`src/rtl/oau_pkg.sv`:
```
package oau_pkg;
  typedef enum logic [3:0] {
    M_REG  = 4'd0,
    M_IMM  = 4'd1,
    M_DISP = 4'd2,
    M_RIND = 4'd3,
    M_IDX  = 4'd4,
    M_ABS  = 4'd5,
    M_MIND = 4'd6,
    M_PINC = 4'd7,
    M_PDEC = 4'd8,
    M_SCL  = 4'd9
  } mode_e;

  // What the first stage resolved the request into
  typedef enum logic [2:0] {
    K_NONE = 3'd0,
    K_VAL  = 3'd1,   // operand is a value, no memory
    K_MEM  = 3'd2,   // single memory read
    K_PTR  = 3'd3,   // pointer fetch, second read follows
    K_ILL  = 3'd4    // unknown mode code
  } kind_e;
endpackage

```
`src/rtl/oau_agu.sv`:
```
module oau_agu
  import oau_pkg::*;
#(
  parameter int DW  = 32,
  parameter int SZW = 2
) (
  input  logic [3:0]     mode,
  input  logic [DW-1:0]  base,
  input  logic [DW-1:0]  idx,
  input  logic [DW-1:0]  konst,
  input  logic [SZW-1:0] esz,
  output kind_e          kind,
  output logic [DW-1:0]  addr,
  output logic [DW-1:0]  val,
  output logic           upd_en,
  output logic [DW-1:0]  upd_val
);
  logic [DW-1:0] step, scaled, stepped_down;

  // d and index*d both come from a shift; sums wrap at DW bits
  assign step         = DW'(1) << esz;
  assign scaled       = idx << esz;
  assign stepped_down = base - step;

  always_comb begin
    kind    = K_MEM;
    addr    = base;
    val     = base;
    upd_en  = 1'b0;
    upd_val = base;
    case (mode)
      M_REG:  kind = K_VAL;
      M_IMM:  begin kind = K_VAL; val = konst; end
      M_DISP: addr = base + konst;
      M_RIND: addr = base;
      M_IDX:  addr = base + idx;
      M_ABS:  addr = konst;
      M_MIND: kind = K_PTR;
      M_PINC: begin upd_en = 1'b1; upd_val = base + step; end
      M_PDEC: begin addr = stepped_down; upd_en = 1'b1; upd_val = stepped_down; end
      M_SCL:  addr = konst + base + scaled;
      default: kind = K_ILL;
    endcase
  end
endmodule

```
`src/rtl/oau_seq.sv`:
```
module oau_seq
  import oau_pkg::*;
#(
  parameter int DW = 32,
  parameter int RW = 4
) (
  input  logic          clk,
  input  logic          rst_n,
  input  logic          take,
  input  kind_e         kind_in,
  input  logic [DW-1:0] val_in,
  input  logic          upd_en_in,
  input  logic [RW-1:0] upd_reg_in,
  input  logic [DW-1:0] upd_val_in,
  input  logic [DW-1:0] mem_rdata,
  output logic          ptr_phase,
  output logic          ready,
  output logic          op_valid,
  output logic [DW-1:0] op_data,
  output logic          ill,
  output logic          upd_en,
  output logic [RW-1:0] upd_reg,
  output logic [DW-1:0] upd_val
);
  logic          s1_vld, s2_vld, s1_upd;
  kind_e         s1_kind;
  logic [DW-1:0] s1_val, s1_uval;
  logic [RW-1:0] s1_ureg;

  always_ff @(posedge clk) begin
    if (!rst_n) begin
      s1_vld  <= 1'b0;
      s2_vld  <= 1'b0;
      s1_kind <= K_NONE;
      s1_upd  <= 1'b0;
      s1_val  <= '0;
      s1_uval <= '0;
      s1_ureg <= '0;
    end else begin
      s1_vld <= take;
      s2_vld <= ptr_phase;
      if (take) begin
        s1_kind <= kind_in;
        s1_val  <= val_in;
        s1_upd  <= upd_en_in && (kind_in == K_MEM);
        s1_uval <= upd_val_in;
        s1_ureg <= upd_reg_in;
      end
    end
  end

  assign ptr_phase = s1_vld && (s1_kind == K_PTR);
  assign ready     = !ptr_phase;
  assign op_valid  = (s1_vld && (s1_kind == K_VAL || s1_kind == K_MEM)) || s2_vld;
  assign op_data   = (s1_vld && s1_kind == K_VAL) ? s1_val : mem_rdata;
  assign ill       = s1_vld && (s1_kind == K_ILL);
  assign upd_en    = s1_vld && s1_upd;
  assign upd_reg   = s1_ureg;
  assign upd_val   = s1_uval;

  // after a pointer fetch is taken, the next cycle refuses requests
  a_r6_busy_after_ptr: assert property (@(posedge clk) disable iff (!rst_n)
    (take && kind_in == K_PTR) |=> !ready);
  // the pointer cycle is followed by the operand
  a_r6_second_read_answers: assert property (@(posedge clk) disable iff (!rst_n)
    ptr_phase |=> op_valid);
  // single-step kinds answer on the next cycle
  a_r11_next_cycle: assert property (@(posedge clk) disable iff (!rst_n)
    (take && (kind_in == K_VAL || kind_in == K_MEM)) |=> op_valid);
  // illegal codes flag one cycle later
  a_r10_ill_next: assert property (@(posedge clk) disable iff (!rst_n)
    (take && kind_in == K_ILL) |=> (ill && !op_valid && !upd_en));
  // write-back only with an operand
  a_r12_upd_with_op: assert property (@(posedge clk) disable iff (!rst_n)
    upd_en |-> op_valid);
  // flag and operand are exclusive
  a_r10_exclusive: assert property (@(posedge clk) disable iff (!rst_n)
    !(ill && op_valid));
endmodule

```
`src/rtl/opnd_addr_unit.sv`:
```
module opnd_addr_unit
  import oau_pkg::*;
#(
  parameter int DW  = 32,
  parameter int RW  = 4,
  parameter int SZW = 2
) (
  input  logic           clk,
  input  logic           rst_n,
  input  logic           req_valid,
  output logic           req_ready,
  input  logic [3:0]     req_mode,
  input  logic [RW-1:0]  req_ra,
  input  logic [RW-1:0]  req_rb,
  input  logic [DW-1:0]  req_const,
  input  logic [SZW-1:0] req_esz,
  output logic [RW-1:0]  rf_a_addr,
  input  logic [DW-1:0]  rf_a_data,
  output logic [RW-1:0]  rf_b_addr,
  input  logic [DW-1:0]  rf_b_data,
  output logic           mem_en,
  output logic [DW-1:0]  mem_addr,
  input  logic [DW-1:0]  mem_rdata,
  output logic           op_valid,
  output logic [DW-1:0]  op_data,
  output logic           ill_mode,
  output logic           upd_en,
  output logic [RW-1:0]  upd_reg,
  output logic [DW-1:0]  upd_val
);
  kind_e         kind;
  logic [DW-1:0] ea, imm_val, wb_val;
  logic          wb_en, take, ptr_phase;

  assign rf_a_addr = req_ra;
  assign rf_b_addr = req_rb;
  assign take      = req_valid && req_ready;

  oau_agu #(.DW(DW), .SZW(SZW)) u_agu (
    .mode    (req_mode),
    .base    (rf_a_data),
    .idx     (rf_b_data),
    .konst   (req_const),
    .esz     (req_esz),
    .kind    (kind),
    .addr    (ea),
    .val     (imm_val),
    .upd_en  (wb_en),
    .upd_val (wb_val)
  );

  oau_seq #(.DW(DW), .RW(RW)) u_seq (
    .clk        (clk),
    .rst_n      (rst_n),
    .take       (take),
    .kind_in    (kind),
    .val_in     (imm_val),
    .upd_en_in  (wb_en),
    .upd_reg_in (req_ra),
    .upd_val_in (wb_val),
    .mem_rdata  (mem_rdata),
    .ptr_phase  (ptr_phase),
    .ready      (req_ready),
    .op_valid   (op_valid),
    .op_data    (op_data),
    .ill        (ill_mode),
    .upd_en     (upd_en),
    .upd_reg    (upd_reg),
    .upd_val    (upd_val)
  );

  // Memory port: second read of a pointer chase has the port; no request is
  // taken in that cycle, so the two sources never collide.
  assign mem_en   = ptr_phase || (take && (kind == K_MEM || kind == K_PTR));
  assign mem_addr = ptr_phase ? mem_rdata : ea;

  // value modes never touch memory
  a_r1_no_mem_for_value: assert property (@(posedge clk) disable iff (!rst_n)
    (take && (req_mode == 4'd0 || req_mode == 4'd1)) |-> !mem_en);
  // illegal codes never touch memory
  a_r10_no_mem_for_ill: assert property (@(posedge clk) disable iff (!rst_n)
    (take && req_mode > 4'd9) |-> !mem_en);
  // the pointer chase issues its second read the cycle after the first
  a_r6_two_reads: assert property (@(posedge clk) disable iff (!rst_n)
    (take && req_mode == 4'd6) |=> (mem_en && !req_ready));
endmodule

```
`config.mk`:
```
export PLATFORM = sky130hd
export DESIGN_NAME = opnd_addr_unit
export DESIGN_NICKNAME = d
export VERILOG_FILES = /design/src/rtl/oau_pkg.sv /design/src/rtl/oau_agu.sv /design/src/rtl/oau_seq.sv /design/src/rtl/opnd_addr_unit.sv
export SDC_FILE = /design/constraint.sdc
export NUM_CORES = 1
export LEC_CHECK = 0
export BUFFER_PORTS_ARGS = -buffer_cell sky130_fd_sc_hd__buf_4
export CORE_UTILIZATION = 40
export DETAILED_ROUTE_END_ITERATION = 10
export REMOVE_ABC_BUFFERS = 1
export SETUP_SLACK_MARGIN = 0.05
export SLEW_MARGIN = 20
export SYNTH_ARGS = -nofsm -noshare
export SYNTH_HDL_FRONTEND = slang
export SYNTH_SLANG_ARGS = --single-unit
```
`constraint.sdc`:
```
create_clock -name clk -period 5.9 [get_ports clk]
set_clock_uncertainty 0.2 [all_clocks]
set_input_delay 0.295 -clock clk [delete_from_list [all_inputs] [get_ports clk]]
set_output_delay 0.295 -clock clk [all_outputs]
set_load 0.02 [all_outputs]
```
; ---- Word-level counts from Yosys, hierarchy flattened
; Index checks and enable logic that the tools add are counted.
[op_classes]
n_reduce_logical = 17
mux = 7
n_shift = 2
n_eq_ne = 15
add_sub_neg = 5
[op_table]
columns = op, count
row1 = $pmux 32 s5, 1
row2 = $add 32x32->32, 4
row3 = $mux 32, 3
row4 = $pmux 32 s2, 1
row5 = $shl 1x2->32 const A, 1
row6 = $shl 32x2->32, 1
row7 = $sub 32x32->32, 1
row8 = $eq 4x3->1 const B, 4
row9 = $eq 3x2->1 const B, 4
row10 = $pmux 3 s3, 1
row11 = $eq 4x2->1 const B, 2
row12 = $eq 4x4->1 const B, 2
row13 = $logic_and 1x1->1, 8
row14 = $reduce_or 7->1, 1
row15 = $eq 4x1->1 const B, 1
row16 = $logic_not 4->1, 1
row17 = $logic_or 1x1->1, 4
row18 = $reduce_or 2->1, 2
row19 = $eq 3x1->1 const B, 1
row20 = $eq 3x3->1 const B, 1
row21 = $logic_not 1->1, 1
row22 = $mux 1, 1
[totals]
word_cells = 53
regBits = 74
out_inout_bits = 113
in_bits = 145

; ---- Longest topological paths before layout
[depth]
word_depth = 7
ltp_mapped = 22
depth_no_buf = 21

; ---- Hierarchy
; Synthesis repeated with hierarchy kept, for this count alone.
[unflattened]
cells_unflattened = 1577
hier_area_um2 = 12846.1
[by_module_without_submodules]
columns = mod, instances, seq_area_each_um2, cells_per_inst, area_per_inst_um2
row1 = oau_agu, 1, 0.0, 1249, 8882.3
row2 = oau_seq, 1, 1481.4, 281, 3344.5
row3 = opnd_addr_unit, 1, 0.0, 47, 619.3

; ---- Least setup slack after synthesis
; Ideal clock, no wire load.
[synth_timing]
kind = input-to-output
from = input req_const[0]
to = output mem_addr[30]
n_path_buf = 1
arrival_time_ns = 4.485
required_time_ns = 5.405
slack_ns = 0.920
stages = 20
path_cell_list = ha_1 fa_1 a21oi_1 o211ai_1 a31oi_1 o21ai_0 a21oi_1 o21bai_1 a21oi_1 xnor2_1 ha_1 clkbuf_1 a211oi_1 o2111ai_1 nor3b_1 a21oi_1 o21ai_0 a211oi_1 mux2_2 a31oi_1
[synth_between]
elab_chain_len = 4
[synth_lines]
columns = element, line_no
row1 = start: declaration, opnd_addr_unit.sv:15  ; input logic [DW-1:0] req_const,
row2 = $add 32x32->32 (*), "oau_agu.sv:34, oau_agu.sv:41"
row3 = $add 32x32->32, oau_agu.sv:41  ; M_SCL: addr = konst + base + scaled;
row4 = $pmux 32 s5 (*), oau_agu.sv:31  ; case (mode)
row5 = $mux 32 (*), opnd_addr_unit.sv:75  ; assign mem_addr = ptr_phase ? mem_rdata : ea;
row6 = end: declaration, opnd_addr_unit.sv:22  ; output logic [DW-1:0] mem_addr,
; Mark *: on every way between the ends. The rest lies on a longest branch, timed or not.

; ---- Final worst setup path
[layout_timing]
from = input rf_a_data[0]
to = output mem_addr[27]
[layout_between]
elab_chain_len = 4
word_cells_on_any_way = 6
cone_classes = add/sub (4) / mux (2)
[layout_lines]
columns = element, line_no
row1 = start: declaration, opnd_addr_unit.sv:18  ; input logic [DW-1:0] rf_a_data,
row2 = $add 32x32->32, "oau_agu.sv:34, oau_agu.sv:41"
row3 = $add 32x32->32, oau_agu.sv:41
row4 = $pmux 32 s5 (*), oau_agu.sv:31
row5 = $mux 32 (*), opnd_addr_unit.sv:75
; Marks and branches as above.

==> flow_metrics.env <==
export IMPL_antenna_found_initial=1
export IMPL_crit_family="compound AO/OA/AOI/OAI gates"
export IMPL_switching_share_pct=45.6
export IMPL_firstDrtPassIters=6
export IMPL_path_class="input pin to primary output"
export IMPL_status="finished, final reports clean"
export IMPL_h_tree_depth=3
export IMPL_crit_chain="buf_4 > ha_1 > fa_1 > a21oi_1 > o211ai_1 > a31oi_1 > o21ai_0 > a21oi_1 > o21bai_1 > a21oi_1 > xnor2_1 > ha_2 > nand3_1 > o21ai_0 > o2111ai_1 > nand2_1 > o31ai_4 > o41ai_2 > buf_4 > xor2_1 > a2111oi_1 > buf_4 > nor3_1 > buf_4"
export IMPL_drive_gt1_share_pct=22.3
export IMPL_grt_pass1_vias=13500
export IMPL_layout_commonest_cell="buf_4"
export IMPL_drc=0
export IMPL_hold_violations=0
export IMPL_r2r_end="u_seq.s1_val[11]$_SDFFE_PN0P_"
export IMPL_nets=2106
export IMPL_final_antenna_net_count=0
export IMPL_grt_overflow=0
export IMPL_fin_tns_setup_ns=0
export IMPL_place_hpwl_um=41300
export IMPL_grt_pass1_wl_um=80400
export IMPL_hp_class="input pin to flop"
export IMPL_r2r_slack_ns=2.45
export IMPL_combPwrFrac_pct=60.2
export IMPL_place_gp_congestion=0.986
export IMPL_drv_slew=0
export IMPL_die_y_um=179
export IMPL_final_cell_mix="buf_4 (296), nand2_1 (189), o21ai_0 (152)"
export IMPL_drv_cap=0
export IMPL_drt_iter0_markers=1063
export IMPL_rsz0062_at_grt="yes"
export IMPL_hold_start="req_ra[2]"
export IMPL_worst_endpoint_arrival_ns=5.17
export IMPL_min_period_ns=5.67
export IMPL_synth_avg_cell_area_um2=7.46
export IMPL_initial_utilization_pct=40.8
export IMPL_path_common_cell="buf_4"
export IMPL_cp_max_fo=7
export IMPL_diodes=0
export IMPL_path_clk_slew_ns=0.06
export IMPL_async_flop_share_pct=0
export IMPL_whs_ns=0.00709
export IMPL_portBuffers=249
export IMPL_placementRows=64
export IMPL_fmax_mhz=177
export IMPL_wl_um=54400
export IMPL_slowest_stage="a2111oi_1"
export IMPL_layout_cells_non_filler=2255
export IMPL_boundaryPins=258
export IMPL_setup_viol=0
export IMPL_p_sw_uw=1390
export IMPL_seqPwrFrac_pct=18.2
export IMPL_routedWlPerCell_um=24.1
export IMPL_die_area_um2=31900
export IMPL_grt_max_degree=75
export IMPL_grt_util_all_layers_pct=33.7
export IMPL_reg2reg_depth=9
export IMPL_internal_power_uw=1660
export IMPL_synth_edff_count=0
export IMPL_synth_cells=1670
export IMPL_tightest_slew_ns=1.12
export IMPL_cts_setup_buffers=0
export IMPL_endpoint="mem_addr[27]"
export IMPL_syn_area_um2=12500
export IMPL_crit_required_ns=5.41
export IMPL_yosysWarningCount=0
export IMPL_max_stage_delay_ns=0.49
export IMPL_end_kind="primary output"
export IMPL_slew_headroom_pct=25.3
export IMPL_ys_seq_area_share_pct=11.9
export IMPL_area_growth_pct=20.2
export IMPL_r2r_start="u_seq.s1_vld$_SDFF_PN0_"
export IMPL_cts_sinks=74
export IMPL_synth_seq_cells=74
export IMPL_clk_latency_ns=0.36
export IMPL_ir_drop_v=0.000141
export IMPL_pwr_share_clk_pct=21.6
export IMPL_startpoint="rf_a_data[0]"
export IMPL_p_leak_uw=0.00653
export IMPL_tritoncts="built"
export IMPL_via_per_inst=6.25
export IMPL_yosys_cell_types_count=86
export IMPL_fp_coreArea_um2=30600
export IMPL_period_share_pct=96.0
export IMPL_cp_depth=24
export IMPL_worst_setup_path_start_kind="input pin"
export IMPL_die_x_um=179
export IMPL_crit_buf_inv=4
export IMPL_cts_buffers_inserted=9
export IMPL_root_buffer="clkbuf_16"
export IMPL_cts_buffer_depth=2
export IMPL_dp_cells=2238
export IMPL_vias=14100
export IMPL_power_density_nw_per_um2=203
export IMPL_synthFlopType="dfxtp_1"
layout make-up:
cell class                 count  area (um^2)
inverter                      45          169
tap                          396          495
multi-input combinational   1427        10300
clock buffer                   9          225
clock inverter                 6         91.3
sequential                    74         1480
timing repair buffer         298         2240
fill                        3099        15600
power groups by stage:
stage | combinational, uW | clock [uW] | sequential, uW
floorplan | 1080 | 0 | 578
global placement | 1770 | 0 | 563
detailed placement | 1770 | 0 | 564
CTS | 1780 | 664 | 553
global route | 1970 | 688 | 557
finish | 1830 | 657 | 553
worst min-delay path by stage:
stage,end,slack (ns),cells after the start
after floorplan,u_seq.s2_vld$_SDFF_PN0_,0.22,1
after global placement,u_seq.upd_reg[3]$_SDFFE_PN0P_,0.25,2
after detailed placement,u_seq.upd_val[8]$_SDFFE_PN0P_,0.26,2
after CTS,u_seq.upd_reg[2]$_SDFFE_PN0P_,0.0005,3
after global routing,u_seq.s1_vld$_SDFF_PN0_,0.03,2
final,u_seq.upd_reg[2]$_SDFFE_PN0P_,0.007,3
metrics by stage:
stage | cell area (um^2) | setup slack (ns) | utilization [%] | total power (uW)
2_1_floorplan | 11800 | 0.950 | - | 1660
5_1_grt | 15000 | 0.0448 | 49.0 | 3220
3_3_place_gp | 14600 | 0.251 | 47.6 | 2330
4_1_cts | 14900 | 0.0593 | 48.8 | 2990
6_report | 15000 | 0.235 | 49.0 | 3040
3_5_place_dp | 14600 | 0.0900 | 47.7 | 2330
repair_timing:
action                                 CTS  global route
hold buffers                             2             0
setup endpoints to repair                0             5
gates resized for setup                  0            16
endpoints found under the hold margin    2             0
cells in the mapped netlist (all sizes together) (41+ instances only):
cell,number,area [um^2]
a21oi,128,641
clkbuf,94,414
dfxtp,74,1480
ha,101,1260
inv,45,169
nand2,190,721
nor2,114,435
nor3,42,236
o211a,41,410
o21ai,158,791
xnor2,80,701
xor2,49,429
logic make-up after synthesis:
logic type / Yosys count / share of synthesized area, %
AO/OA/AOI/OAI: 568 / 30.1
XOR/XNOR: 130 / 9.25
adder cells (fa/ha/maj): 106 / 10.9
buffers and inverters: 169 / 6.59
flip-flops: 74 / 11.9
multiplexers: 96 / 10.8
AND/OR/NAND/NOR: 527 / 20.5
routing by layer:
metal	part of all wire [%]	track usage (%)	up-vias	wire length, um
met1	41	41.7	6756	22500
met3	6.8	4.41	124	3670
met2	47	57.2	615	25600
met4	4.8	16.6	0	2640
met5	0	0	-	0
li1	-	-	6605	-
worst reg2reg max path, stage by stage (launching register included):
cell and delay, ns:
dfxtp_1 0.32, nor2b_1 0.16, and3_1 0.18, buf_4 0.27, inv_2 0.11, buf_4 0.52
and2_4 0.75, buf_4 0.47, o211ai_1 0.22, o211a_1 0.17
(Power assumes the default switching activity.)
